==> config.mk <==
export PLATFORM = sky130hd
export DESIGN_NAME = eclk_deframer
export DESIGN_NICKNAME = d
export VERILOG_FILES = /design/src/rtl/eclk_pkg.sv /design/src/rtl/eclk_pos_track.sv /design/src/rtl/eclk_lock_ctrl.sv /design/src/rtl/eclk_deframer.sv
export SDC_FILE = /design/constraint.sdc
export NUM_CORES = 1
export LEC_CHECK = 0
export BUFFER_PORTS_ARGS = -buffer_cell sky130_fd_sc_hd__buf_4
export CORE_MARGIN = 5
export CORE_UTILIZATION = 57
export DETAILED_ROUTE_END_ITERATION = 10
export MAX_ROUTING_LAYER = met4
export PLACE_DENSITY = 0.75
export SKIP_CTS_REPAIR_TIMING = 1
export SYNTH_ARGS = -nofsm -noshare
export SYNTH_HDL_FRONTEND = slang
export SYNTH_HIERARCHICAL = 1
export SYNTH_SLANG_ARGS = --single-unit
==> constraint.sdc <==
create_clock -name clk -period 15.83 [get_ports clk]
set_clock_uncertainty 0.1 [all_clocks]
set_input_delay 1.583 -clock clk [delete_from_list [all_inputs] [get_ports clk]]
set_output_delay 1.583 -clock clk [all_outputs]
set_load 0.1 [all_outputs]
==> src/rtl/eclk_pkg.sv <==
package eclk_pkg;
    localparam int unsigned DATA_W    = 16;
    localparam int unsigned ACQ_FRAMES = 4;
    localparam int unsigned ERR_LIMIT = 2;
endpackage

==> src/rtl/eclk_pos_track.sv <==
// Per-position run counters: counts consecutive frames in which the
// bit at a position completes a 0-to-1 pair.
module eclk_pos_track #(
    parameter int unsigned NPOS       = 18,
    parameter int unsigned ACQ_FRAMES = 4,
    localparam int unsigned PW = $clog2(NPOS),
    localparam int unsigned CW = $clog2(ACQ_FRAMES + 1)
) (
    input  logic            clk,
    input  logic            rst_n,
    input  logic            clr,
    input  logic [PW-1:0]   ph,
    input  logic            hit,
    output logic [NPOS-1:0] sat,
    output logic [NPOS-1:0] near
);
    typedef struct packed {
        logic [NPOS-1:0][CW-1:0] cnt;
    } trk_t;

    trk_t s_d, s_q;

    always_comb begin
        s_d = s_q;
        if (clr) begin
            s_d.cnt = '0;
        end else begin
            for (int k = 0; k < NPOS; k++) begin
                if (ph == PW'(k)) begin
                    if (!hit)
                        s_d.cnt[k] = '0;
                    else if (s_q.cnt[k] != CW'(ACQ_FRAMES))
                        s_d.cnt[k] = s_q.cnt[k] + CW'(1);
                end
            end
        end
    end

    always_ff @(posedge clk or negedge rst_n) begin
        if (!rst_n) s_q <= '0;
        else        s_q <= s_d;
    end

    for (genvar k = 0; k < NPOS; k++) begin : g_pos
        assign sat[k]  = (s_q.cnt[k] == CW'(ACQ_FRAMES));
        assign near[k] = (s_q.cnt[k] >= CW'(ACQ_FRAMES - 1));

        // a position that misses its pair loses its run
        p_miss_clears_run_r3: assert property (@(posedge clk) disable iff (!rst_n)
            (!clr && ph == PW'(k) && !hit) |=> (s_q.cnt[k] == '0));
    end
endmodule

==> src/rtl/eclk_lock_ctrl.sv <==
// Lock state, chosen alignment, framing-error count and word capture.
module eclk_lock_ctrl #(
    parameter int unsigned NPOS      = 18,
    parameter int unsigned DATA_W    = 16,
    parameter int unsigned ERR_LIMIT = 2,
    localparam int unsigned PW = $clog2(NPOS),
    localparam int unsigned EW = $clog2(ERR_LIMIT + 1)
) (
    input  logic              clk,
    input  logic              rst_n,
    input  logic [PW-1:0]     ph,
    input  logic              hit,
    input  logic [DATA_W-1:0] win_word,
    input  logic [NPOS-1:0]   sat,
    input  logic [NPOS-1:0]   near,
    output logic              clr,
    output logic              locked,
    output logic              stb,
    output logic [DATA_W-1:0] word
);
    typedef struct packed {
        logic              locked;
        logic [PW-1:0]     pos;
        logic [EW-1:0]     err;
        logic              stb;
        logic [DATA_W-1:0] word;
    } ctl_t;

    ctl_t          s_d, s_q;
    logic          go_lock;
    logic          unique_ok;
    logic [PW-1:0] sel;

    always_comb begin
        s_d       = s_q;
        s_d.stb   = 1'b0;
        go_lock   = 1'b0;
        sel       = '0;
        for (int k = 0; k < NPOS; k++)
            if (sat[k]) sel = PW'(k);
        unique_ok = ($countones(sat) == 1) && ($countones(near) == 1);

        if (!s_q.locked) begin
            if (unique_ok) begin
                go_lock    = 1'b1;
                s_d.locked = 1'b1;
                s_d.pos    = sel;
                s_d.err    = '0;
            end
        end else if (ph == s_q.pos) begin
            if (hit) begin
                s_d.err  = '0;
                s_d.stb  = 1'b1;
                s_d.word = win_word;
            end else if (s_q.err == EW'(ERR_LIMIT - 1)) begin
                s_d.locked = 1'b0;
                s_d.err    = '0;
            end else begin
                s_d.err  = s_q.err + EW'(1);
                s_d.stb  = 1'b1;
                s_d.word = win_word;
            end
        end
    end

    always_ff @(posedge clk or negedge rst_n) begin
        if (!rst_n) s_q <= '0;
        else        s_q <= s_d;
    end

    assign clr    = s_q.locked | go_lock;
    assign locked = s_q.locked;
    assign stb    = s_q.stb;
    assign word   = s_q.word;

    // a second near-persistent candidate blocks lock
    p_ambiguity_blocks_r3: assert property (@(posedge clk) disable iff (!rst_n)
        (!s_q.locked && $countones(near) > 1) |=> !s_q.locked);
    // first bad pair keeps lock
    p_one_miss_keeps_r5: assert property (@(posedge clk) disable iff (!rst_n)
        (s_q.locked && ph == s_q.pos && !hit && s_q.err == '0) |=> s_q.locked);
    // a good pair clears the error count
    p_good_pair_clears_r5: assert property (@(posedge clk) disable iff (!rst_n)
        (s_q.locked && ph == s_q.pos && hit) |=> (s_q.err == '0));
    // reaching the error limit drops lock
    p_limit_unlocks_r6: assert property (@(posedge clk) disable iff (!rst_n)
        (s_q.locked && ph == s_q.pos && !hit && s_q.err == EW'(ERR_LIMIT - 1)) |=> !s_q.locked);
    // strobe only while locked
    p_stb_in_lock_r7: assert property (@(posedge clk) disable iff (!rst_n)
        s_q.stb |-> s_q.locked);
endmodule

==> src/rtl/eclk_deframer.sv <==
module eclk_deframer #(
    parameter int unsigned DATA_W     = eclk_pkg::DATA_W,
    parameter int unsigned ACQ_FRAMES = eclk_pkg::ACQ_FRAMES,
    parameter int unsigned ERR_LIMIT  = eclk_pkg::ERR_LIMIT
) (
    input  logic              clk,
    input  logic              rst_n,
    input  logic              line_bit,
    input  logic              lb_en,
    input  logic [DATA_W-1:0] tx_word,
    input  logic              tx_stb,
    output logic [DATA_W-1:0] rx_word,
    output logic              rx_stb,
    output logic              rx_oe,
    output logic              lock_n
);
    localparam int unsigned NPOS = DATA_W + 2;
    localparam int unsigned PW   = $clog2(NPOS);

    typedef struct packed {
        logic [PW-1:0]   ph;
        logic [DATA_W:0] sr;
    } fe_t;

    fe_t               s_d, s_q;
    logic              hit;
    logic [NPOS-1:0]   sat, near;
    logic              clr, locked, stb;
    logic [DATA_W-1:0] word;

    always_comb begin
        s_d    = s_q;
        s_d.sr = {s_q.sr[DATA_W-1:0], line_bit};
        s_d.ph = (s_q.ph == PW'(NPOS - 1)) ? '0 : s_q.ph + PW'(1);
    end

    always_ff @(posedge clk or negedge rst_n) begin
        if (!rst_n) s_q <= '0;
        else        s_q <= s_d;
    end

    assign hit = line_bit & ~s_q.sr[0];

    eclk_pos_track #(.NPOS(NPOS), .ACQ_FRAMES(ACQ_FRAMES)) u_trk (
        .clk(clk), .rst_n(rst_n), .clr(clr), .ph(s_q.ph), .hit(hit),
        .sat(sat), .near(near)
    );

    eclk_lock_ctrl #(.NPOS(NPOS), .DATA_W(DATA_W), .ERR_LIMIT(ERR_LIMIT)) u_ctl (
        .clk(clk), .rst_n(rst_n), .ph(s_q.ph), .hit(hit),
        .win_word(s_q.sr[DATA_W:1]), .sat(sat), .near(near),
        .clr(clr), .locked(locked), .stb(stb), .word(word)
    );

    assign rx_word = lb_en ? tx_word : (locked ? word : '0);
    assign rx_stb  = lb_en ? tx_stb : stb;
    assign rx_oe   = lb_en | locked;
    assign lock_n  = ~(lb_en | locked);

    p_phase_range_r1: assert property (@(posedge clk) disable iff (!rst_n)
        s_q.ph < PW'(NPOS));
    // while unlocked on the line path, outputs are disabled
    p_unlocked_quiet_r8: assert property (@(posedge clk) disable iff (!rst_n)
        (!lb_en && lock_n) |-> (!rx_oe && !rx_stb));
endmodule

# == Word level (Yosys, flattened, before mapping) ==
# Cells that the tools add are included.
# op_classes
eq_ne,77
bitwise,6
n_lt_le_gt_ge,18
mux,89
reduce_logical,42
addsub,54
# op_table
cell,count
adder 32 bit,16
two-way mux 3 bit,54
"inequality test 3 bit, second input constant",36
two-way mux 5 bit,17
"== test 32 x 2 -> 1 bit, second input constant",2
"adder 3 x 1 -> 3 bit, second input constant",18
"== test 3 bit, second input constant",18
"greater-or-equal comparator 3 x 2 -> 1 bit, second input constant",18
two-way mux 54 bit,1
"== test 5 x 4 -> 1 bit, second input constant",8
AND reduction 2 bit,20
two-way mux 19 bit,2
nonzero test 2 bit,19
adder 1 x 1 -> 2 bit,18
two-way mux 17 bit,2
two-way mux 16 bit,2
"== test 5 x 3 -> 1 bit, second input constant",4
"== test 5 x 2 -> 1 bit, second input constant",2
"== test 5 bit, second input constant",2
two-way mux 1 bit,8
two-way mux 8 bit,1
"adder 5 x 1 -> 5 bit, second input constant",1
"== test 5 x 1 -> 1 bit, second input constant",1
== test 5 bit,1
other kinds (10),15
# totals
regBits,101
out_inout_bits,19
wordCells,311
inputBits,21

# == Depth between registers and ports, before layout ==
# Gate-level depths: netlist (run 1).
# depth
word_depth,20
ltp_mapped,25
ltp_nobuf,24

# == By module ==
# The synthesis (run 1) kept the hierarchy.
# modules_own_cells
module,area_each_um2,instances,cells_per_inst
eclk_pos_track,3951.3,1,445
eclk_lock_ctrl,2377.3,1,220
eclk_deframer,872.1,1,66

# == Worst setup path after synthesis (run 1) ==
# OpenSTA, ideal clock, no wires.
# synth_path
path_kind,flip-flop to flip-flop
from,register u_trk/s_q[27] in the netlist's numbering
to,register u_trk/s_q[50] in the netlist's numbering
setup_time_ns,0.141
arrival_ns,5.932
path_stages_with_launch,26
setup_slack_ns,9.657
cell_sequence,dfrtp_1 > ha_1 > ha_1 > nor2_1 > o21ai_0 > inv_1 > fa_1 > fa_1 > fa_1 > inv_1 > ha_1 > fa_1 > inv_1 > fa_1 > inv_1 > ha_1 > inv_1 > fa_1 > nand4b_1 > or4_4 > nor3_1 > a31o_2 > nand2b_1 > clkbuf_1 > clkbuf_1 > o32ai_1
# synth_via
elab_chain_cells,13
word_cells_on_any_way,22
cone_classes,add/sub: 10; order compare: 1; eq/ne: 4; mux: 3; bitwise: 1; reduce/logical: 3
# synth_lines
element,line_no,text
"start, declared",eclk_pos_track.sv:21,"trk_t s_d, s_q;"
"start signal, assigned",eclk_pos_track.sv:40,if (!rst_n) s_q <= '0;
"start signal, assigned",eclk_pos_track.sv:41,else s_q <= s_d;
greater-or-equal comparator 3 x 2 -> 1 bit (*),eclk_pos_track.sv:46,assign near[k] = (s_q.cnt[k] >= CW'(ACQ_FRAMES - 1));
net near[9],eclk_deframer.sv:27,"logic [NPOS-1:0] sat, near;"
adder 1 x 1 -> 2 bit (not written as such) (*),eclk_lock_ctrl.sv:41,unique_ok = ($countones(sat) == 1) && ($countones(near) == 1);
adder 32 bit (not written as such) (*) (4 in series),eclk_lock_ctrl.sv:41,
== test 32 x 2 -> 1 bit (*),eclk_lock_ctrl.sv:41,
logical AND 1 bit (*),eclk_lock_ctrl.sv:41,
two-way mux 1 bit (*),eclk_lock_ctrl.sv:44,if (unique_ok) begin
two-way mux 1 bit (*),eclk_lock_ctrl.sv:43,if (!s_q.locked) begin
bitwise OR 1 bit (*),eclk_lock_ctrl.sv:71,assign clr = s_q.locked | go_lock;
net clr,eclk_deframer.sv:28,"logic clr, locked, stb;"
inequality test 3 bit (no line) or nonzero test 2 bit (tied branches),n/a,
AND reduction 2 bit (no line),n/a,
# Mark *: on every way through the listed nets, which the timed path passes. The rest lies on a longest branch.
# A chain may end at the register's enable or synchronous reset.

# == Final worst setup path (run 1) ==
# layout_path
from,register u_trk/s_q[27] in the netlist's numbering
to,register u_trk/s_q[5] in the netlist's numbering
# The elaborated chain is that of the path after synthesis.

==> run summary, run 1 <==
result of the run - completed
die height - 122 um
CTS sink cnt - 101
GRT Total Usage - 0.232
TritonRoute pass-1 iters - 5
io pins - 40
CP max stage delay - 0.59 ns
Slew headroom - 0.206
Layout area overhead - 7.98%
detailed-route via count - 5513
DR iter-0 viols - 542
logic gate share of total power - 0.247
Unique masters post-synth - 61
Flop pwr share - 0.426
WP data required - 15.95 ns
Post-synth EDFFs - 0
Clk pwr share - 0.327
largest net degree at the start of global routing - 53
FF+latch count, synth - 101
syn nets - 856
leakage - 3.54 nW
Worst setup EP type - flop
Setup CP Type - reg2reg
Primary FF master, synth - dfrtp_1
worst skew pair latency - 0.36 ns
TritonCTS buffer count - 9
Antenna Cells - 0
syn_area_per_cell - 9.85 um^2
Initial Utilization - 0.575
Switching Fraction - 0.343
Final Wtd Congestion - 0.953
Max FO, Critical Path - 22
Slowest cell on crit path - nand2b_1
row cnt - 41
clock tree buffer depth - 2
Slew Limit Fails - 0
Seq/Total Area, Yosys - 0.351
Final Hold Viols - 0
number of global-route vias before repair - 5594
Max IR drop VDD - 0.0000466 V
Die Width - 122 um
crit share post-route - 0.464
share of cells above drive strength 1 - 0.120
crit path DAT - 7.47 ns
Critical Path Most Common Cell - fa_1
Final WS setup - 8.48 ns
first-pass GRT wire length - 26.8 mm
initial antenna violation count - 0
Worst Setup Start Kind - flop
worst-margin pin slew - 1.19 ns
Max-Cap Viols - 0
Max Fclk - 136 MHz
Root Buffer - clkbuf_16
antenna-violating nets left - 0
total congestion overflow - 0
IO Port Bufs - 39
core box area - 12500 um^2
Place WS - 8.51 ns
Setup-failing EPs final - 0
HP Class - reg2reg
switching power - 0.249 mW
Post-Syn Instances - 731
CTS tree - built
clock transition at the registers of the reported paths - 0.07 ns
Nets - 860
synth warn - 6
DP HPWL - 11.5 mm
Mapped Area - 7200 um^2
vias per cell - 6.04
RSZ-0062 raised after global routing - no
asr flop ratio synth - 1.00
Avg WL per Cell - 17.5 um
H-tree Lvls - 3
DIE AREA - 15000 um^2
minimum clock period - 7.35 ns
Pint - 0.477 mW
PD cells - 93.4 nW/um^2
TNS Setup - 0 ns
DRC - 0
routed wire length - 16.0 mm
[power by group through the flow]
stage / logic, mW / registers (mW) / clock network [mW]
after global routing: 0.191 / 0.314 / 0.254
final: 0.179 / 0.310 / 0.238
after detailed placement: 0.180 / 0.315 / 0
after global placement: 0.175 / 0.314 / 0
after floorplan: 0.167 / 0.306 / 0
after CTS: 0.180 / 0.310 / 0.243
[final timing paths]
check | end | start | cells past startpoint | slack (ns)
max in group asynchronous | u_trk/s_q[5]$_DFFE_PN0P_ | rst_n | 2 | 13.39
min in group asynchronous | u_ctl/stb$_DFF_PN0_ | rst_n | 1 | 1.15
max | u_trk/s_q[5]$_DFFE_PN0P_ | u_trk/s_q[27]$_DFFE_PN0P_ | 25 | 8.48
min | s_d[3]$_DFF_PN0_ | s_d[2]$_DFF_PN0_ | 0 | 0.28
max reg2reg | u_trk/s_q[5]$_DFFE_PN0P_ | u_trk/s_q[27]$_DFFE_PN0P_ | 25 | 8.48
min reg2reg | s_d[3]$_DFF_PN0_ | s_d[2]$_DFF_PN0_ | 0 | 0.28
[worst max-delay path: cells and delay by family, from the launching register on]
family	cells	cell delay, ns
fa+ha+maj	10	3.76
compound gates	3	0.69
buf+inv	6	0.66
simple gates	6	1.60
flops	1	0.41
[Yosys cell counts (all sizes together), types with 4 or more instances]
cell / instances / share of area
a21oi: 21 / 0.015
a22o: 14 / 0.017
a311o: 4 / 0.0056
a311oi: 5 / 0.0069
a31oi: 5 / 0.0043
and2: 17 / 0.015
and3: 12 / 0.010
buf: 24 / 0.025
clkbuf: 25 / 0.013
dfrtp: 101 / 0.35
fa: 21 / 0.058
ha: 83 / 0.14
inv: 105 / 0.055
mux2: 22 / 0.035
nand2: 15 / 0.0078
nand2b: 5 / 0.0043
nand3: 15 / 0.011
nand4: 10 / 0.0087
nor2: 36 / 0.020
nor2b: 6 / 0.0063
nor3b: 5 / 0.0052
nor4: 4 / 0.0035
o21ai: 46 / 0.032
o311ai: 35 / 0.043
o31ai: 34 / 0.035
or3: 14 / 0.012
or4: 6 / 0.0068
xor2: 6 / 0.0073
[cells by family after synthesis]
kind of cell,after synthesis,share of synthesized area
compound gates,175,0.173
xor+xnor,9,0.0109
fa+ha+maj,104,0.203
buf+inv,154,0.0928
flops,101,0.351
mux,25,0.0391
simple gates,163,0.131
[cell usage in the layout (no fill, tap or decap), types with 5 or more instances in the layout]
cell	count
or4_1	5
nor3b_1	5
or3_1	14
clkbuf_16	9
a22o_1	14
buf_4	42
mux2_2	21
inv_1	105
nand2_1	15
o31ai_1	34
a31oi_1	5
nor2_1	35
nand3_1	14
ha_1	83
and2_1	17
fa_1	21
nand2b_1	5
xor2_1	6
o21ai_0	46
o311ai_0	34
dfrtp_1	101
and3_1	12
a21oi_1	21
nand4_1	10
[cell type report]
cell class                      count  area [um^2]
Clock buffer                       11          233
Clock inverter                      5         82.6
Fill cell                        1063         4740
Inverter                          105          394
Multi-Input combinational cell    476         4010
Sequential cell                   101         2530
Tap cell                          172          215
Timing Repair Buffer               42          315
[per-stage QoR]
stage	hold WS (ns)	total power, mW	utilization	cells	instance area (um^2)
2_1_floorplan	0.249	0.473	-	731	7200
3_3_place_gp	0.253	0.488	0.596	896	7460
3_5_place_dp	0.257	0.495	0.596	896	7460
4_1_cts	0.280	0.733	0.621	912	7770
5_1_grt	0.288	0.758	0.621	912	7770
6_report	0.276	0.726	0.621	912	7770
[metal layers]
layer	wire length, um	global-route usage	up-vias
met1	6880	0.281	2717
li1	-	-	2608
met5	0	-	-
met4	416	0.0945	0
met3	826	0.0355	29
met2	7830	0.390	159
[flip-flops by register name, summed over array words and instances, names as in the netlist]
register      flops
s_d              16
s_q               6
u_ctl/word       16
u_ctl/locked      1
u_trk/s_q        54
u_ctl/stb         1
u_ctl/s_q         7
Power figures use the tool's default switching activity.
==> run 2, diff against run 1 <==
==> constraint.sdc (replaced) <==
create_clock -name clk -period 6.88 [get_ports clk]
set_clock_uncertainty 0.1 [all_clocks]
set_input_delay 0.688 -clock clk [delete_from_list [all_inputs] [get_ports clk]]
set_output_delay 0.688 -clock clk [all_outputs]
set_load 0.1 [all_outputs]
==> run summary, run 2 (same netlist as run 1, synthesis figures left out) <==
DRC - 0
clock transition at the registers of the reported paths - 0.07 ns
Max-Cap Viols - 0
result of the run - completed
Biggest register - u_trk/s_q
largest net degree at the start of global routing - 54
Buf/Inv on CP - 6
Final Hold Viols - 0
first-pass GRT wire length - 26.0 mm
leakage - 3.54 nW
routed wire length - 15.5 mm
Slowest cell on crit path - fa_1
Die Width - 122 um
PD cells - 208 nW/um^2
Place WS - 0.454 ns
Max FO, Critical Path - 30
H-tree Lvls - 3
TritonCTS buffer count - 9
DR iter-0 viols - 492
Setup-failing EPs final - 0
TritonRoute pass-1 iters - 4
initial antenna violation count - 0
Worst Setup Start Kind - flop
Final Wtd Congestion - 0.945
DIE AREA - 15000 um^2
reg2reg start - u_trk/s_q[24]$_DFFE_PN0P_
share of cells above drive strength 1 - 0.125
minimum clock period - 6.48 ns
stages on the worst setup path - 25
most frequent cells in the layout - inv_1 (104), dfrtp_1 (101), ha_1 (83), o21ai_0 (46), buf_4 (43)
worst skew pair latency - 0.36 ns
GRT Total Usage - 0.225
crit share post-route - 0.942
antenna-violating nets left - 0
TNS Setup - 0 ns
Antenna Cells - 0
detailed-route via count - 5526
worst-margin pin slew - 0.762 ns
CTS sink cnt - 101
Max IR drop VDD - 0.000112 V
Max Fclk - 154 MHz
core box area - 12500 um^2
number of flip-flops in the largest register - 54
HP Class - in2async
total congestion overflow - 0
Worst setup EP type - flop
Reg2Reg Depth - 25
clock tree buffer depth - 2
vias per cell - 6.04
crit path DAT - 6.61 ns
Root Buffer - clkbuf_16
Final WS setup - 0.402 ns
Util after Layout - 0.621
row cnt - 41
# fillers - 1055
Critical Path Most Common Cell - fa_1
Setup CP Type - reg2reg
CTS tree - built
Slew Limit Fails - 0
Slew headroom - 0.490
DP HPWL - 11.2 mm
WP data required - 7.02 ns
number of global-route vias before repair - 5443
die height - 122 um
Initial Utilization - 0.575
RSZ-0062 raised after global routing - no
crit path launch - u_trk/s_q[24]$_DFFE_PN0P_
IO Port Bufs - 39
CP top delay family - adder cells
Nets - 863
most common cell after layout, fill and taps aside - inv_1
Power, Total - 1.62 mW
Avg WL per Cell - 17.0 um
io pins - 40
Layout area overhead - 8.03%
CP max stage delay - 0.54 ns
-- run 2: cell count changes in the layout (fill, tap and decap cells not counted) --
cell / previous run / this run
clkinvlp_4: 0 / 2
clkinv_4: 0 / 1
clkinv_2: 1 / 2
inv_6: 2 / 1
inv_1: 105 / 104
buf_4: 42 / 43
buf_12: 0 / 2
bufinv_16: 2 / 0
-- run 2: routing by layer --
metal,share of wire,wire [um],global-route usage
met2,0.48,7500,0.369
met4,0.027,412,0.0882
met1,0.44,6830,0.277
met3,0.051,795,0.0424
met5,0,0,-
-- run 2: where the power goes --
group	internal [mW]	switching [mW]
Clock	0.246	0.221
Combinational	0.136	0.304
Sequential	0.663	0.0508
Total	1.04	0.576
-- run 2: final cells by class --
class,instances,area [um^2],area share
tap,172,215,0.0277
multi-input combinational,476,4010,0.515
inverter,105,398,0.0512
timing repair buffer,45,363,0.0466
clock inverter,5,35.0,0.00450
sequential,101,2530,0.325
clock buffer,11,233,0.0299
-- run 2: stage by stage --
step,instance area (um^2),hold slack (ns),instances
3_5_place_dp,7500,0.260,898
3_3_place_gp,7500,0.253,898
2_1_floorplan,7200,0.249,731
6_report,7780,0.266,915
4_1_cts,7770,0.274,914
5_1_grt,7780,0.279,915
-- run 2: final timing paths --
kind	endpoint	slack (ns)
max	u_trk/s_q[5]$_DFFE_PN0P_	0.40
min	u_ctl/word[15]$_DFFE_PN0P_	0.27
max reg2reg	u_trk/s_q[5]$_DFFE_PN0P_	0.40
min reg2reg	s_q[16]$_DFF_PN0_	0.27
max in group asynchronous	u_ctl/word[2]$_DFFE_PN0P_	5.34
min in group clk	s_q[16]$_DFF_PN0_	0.27
-- run 2: worst reg2reg max path, delay by kind of cell, from the launching register on --
kind / cells / cell delay (ns)
flops: 1 / 0.39
simple gates: 6 / 1.22
compound gates: 3 / 0.38
fa+ha+maj: 10 / 3.77
buf+inv: 6 / 0.51
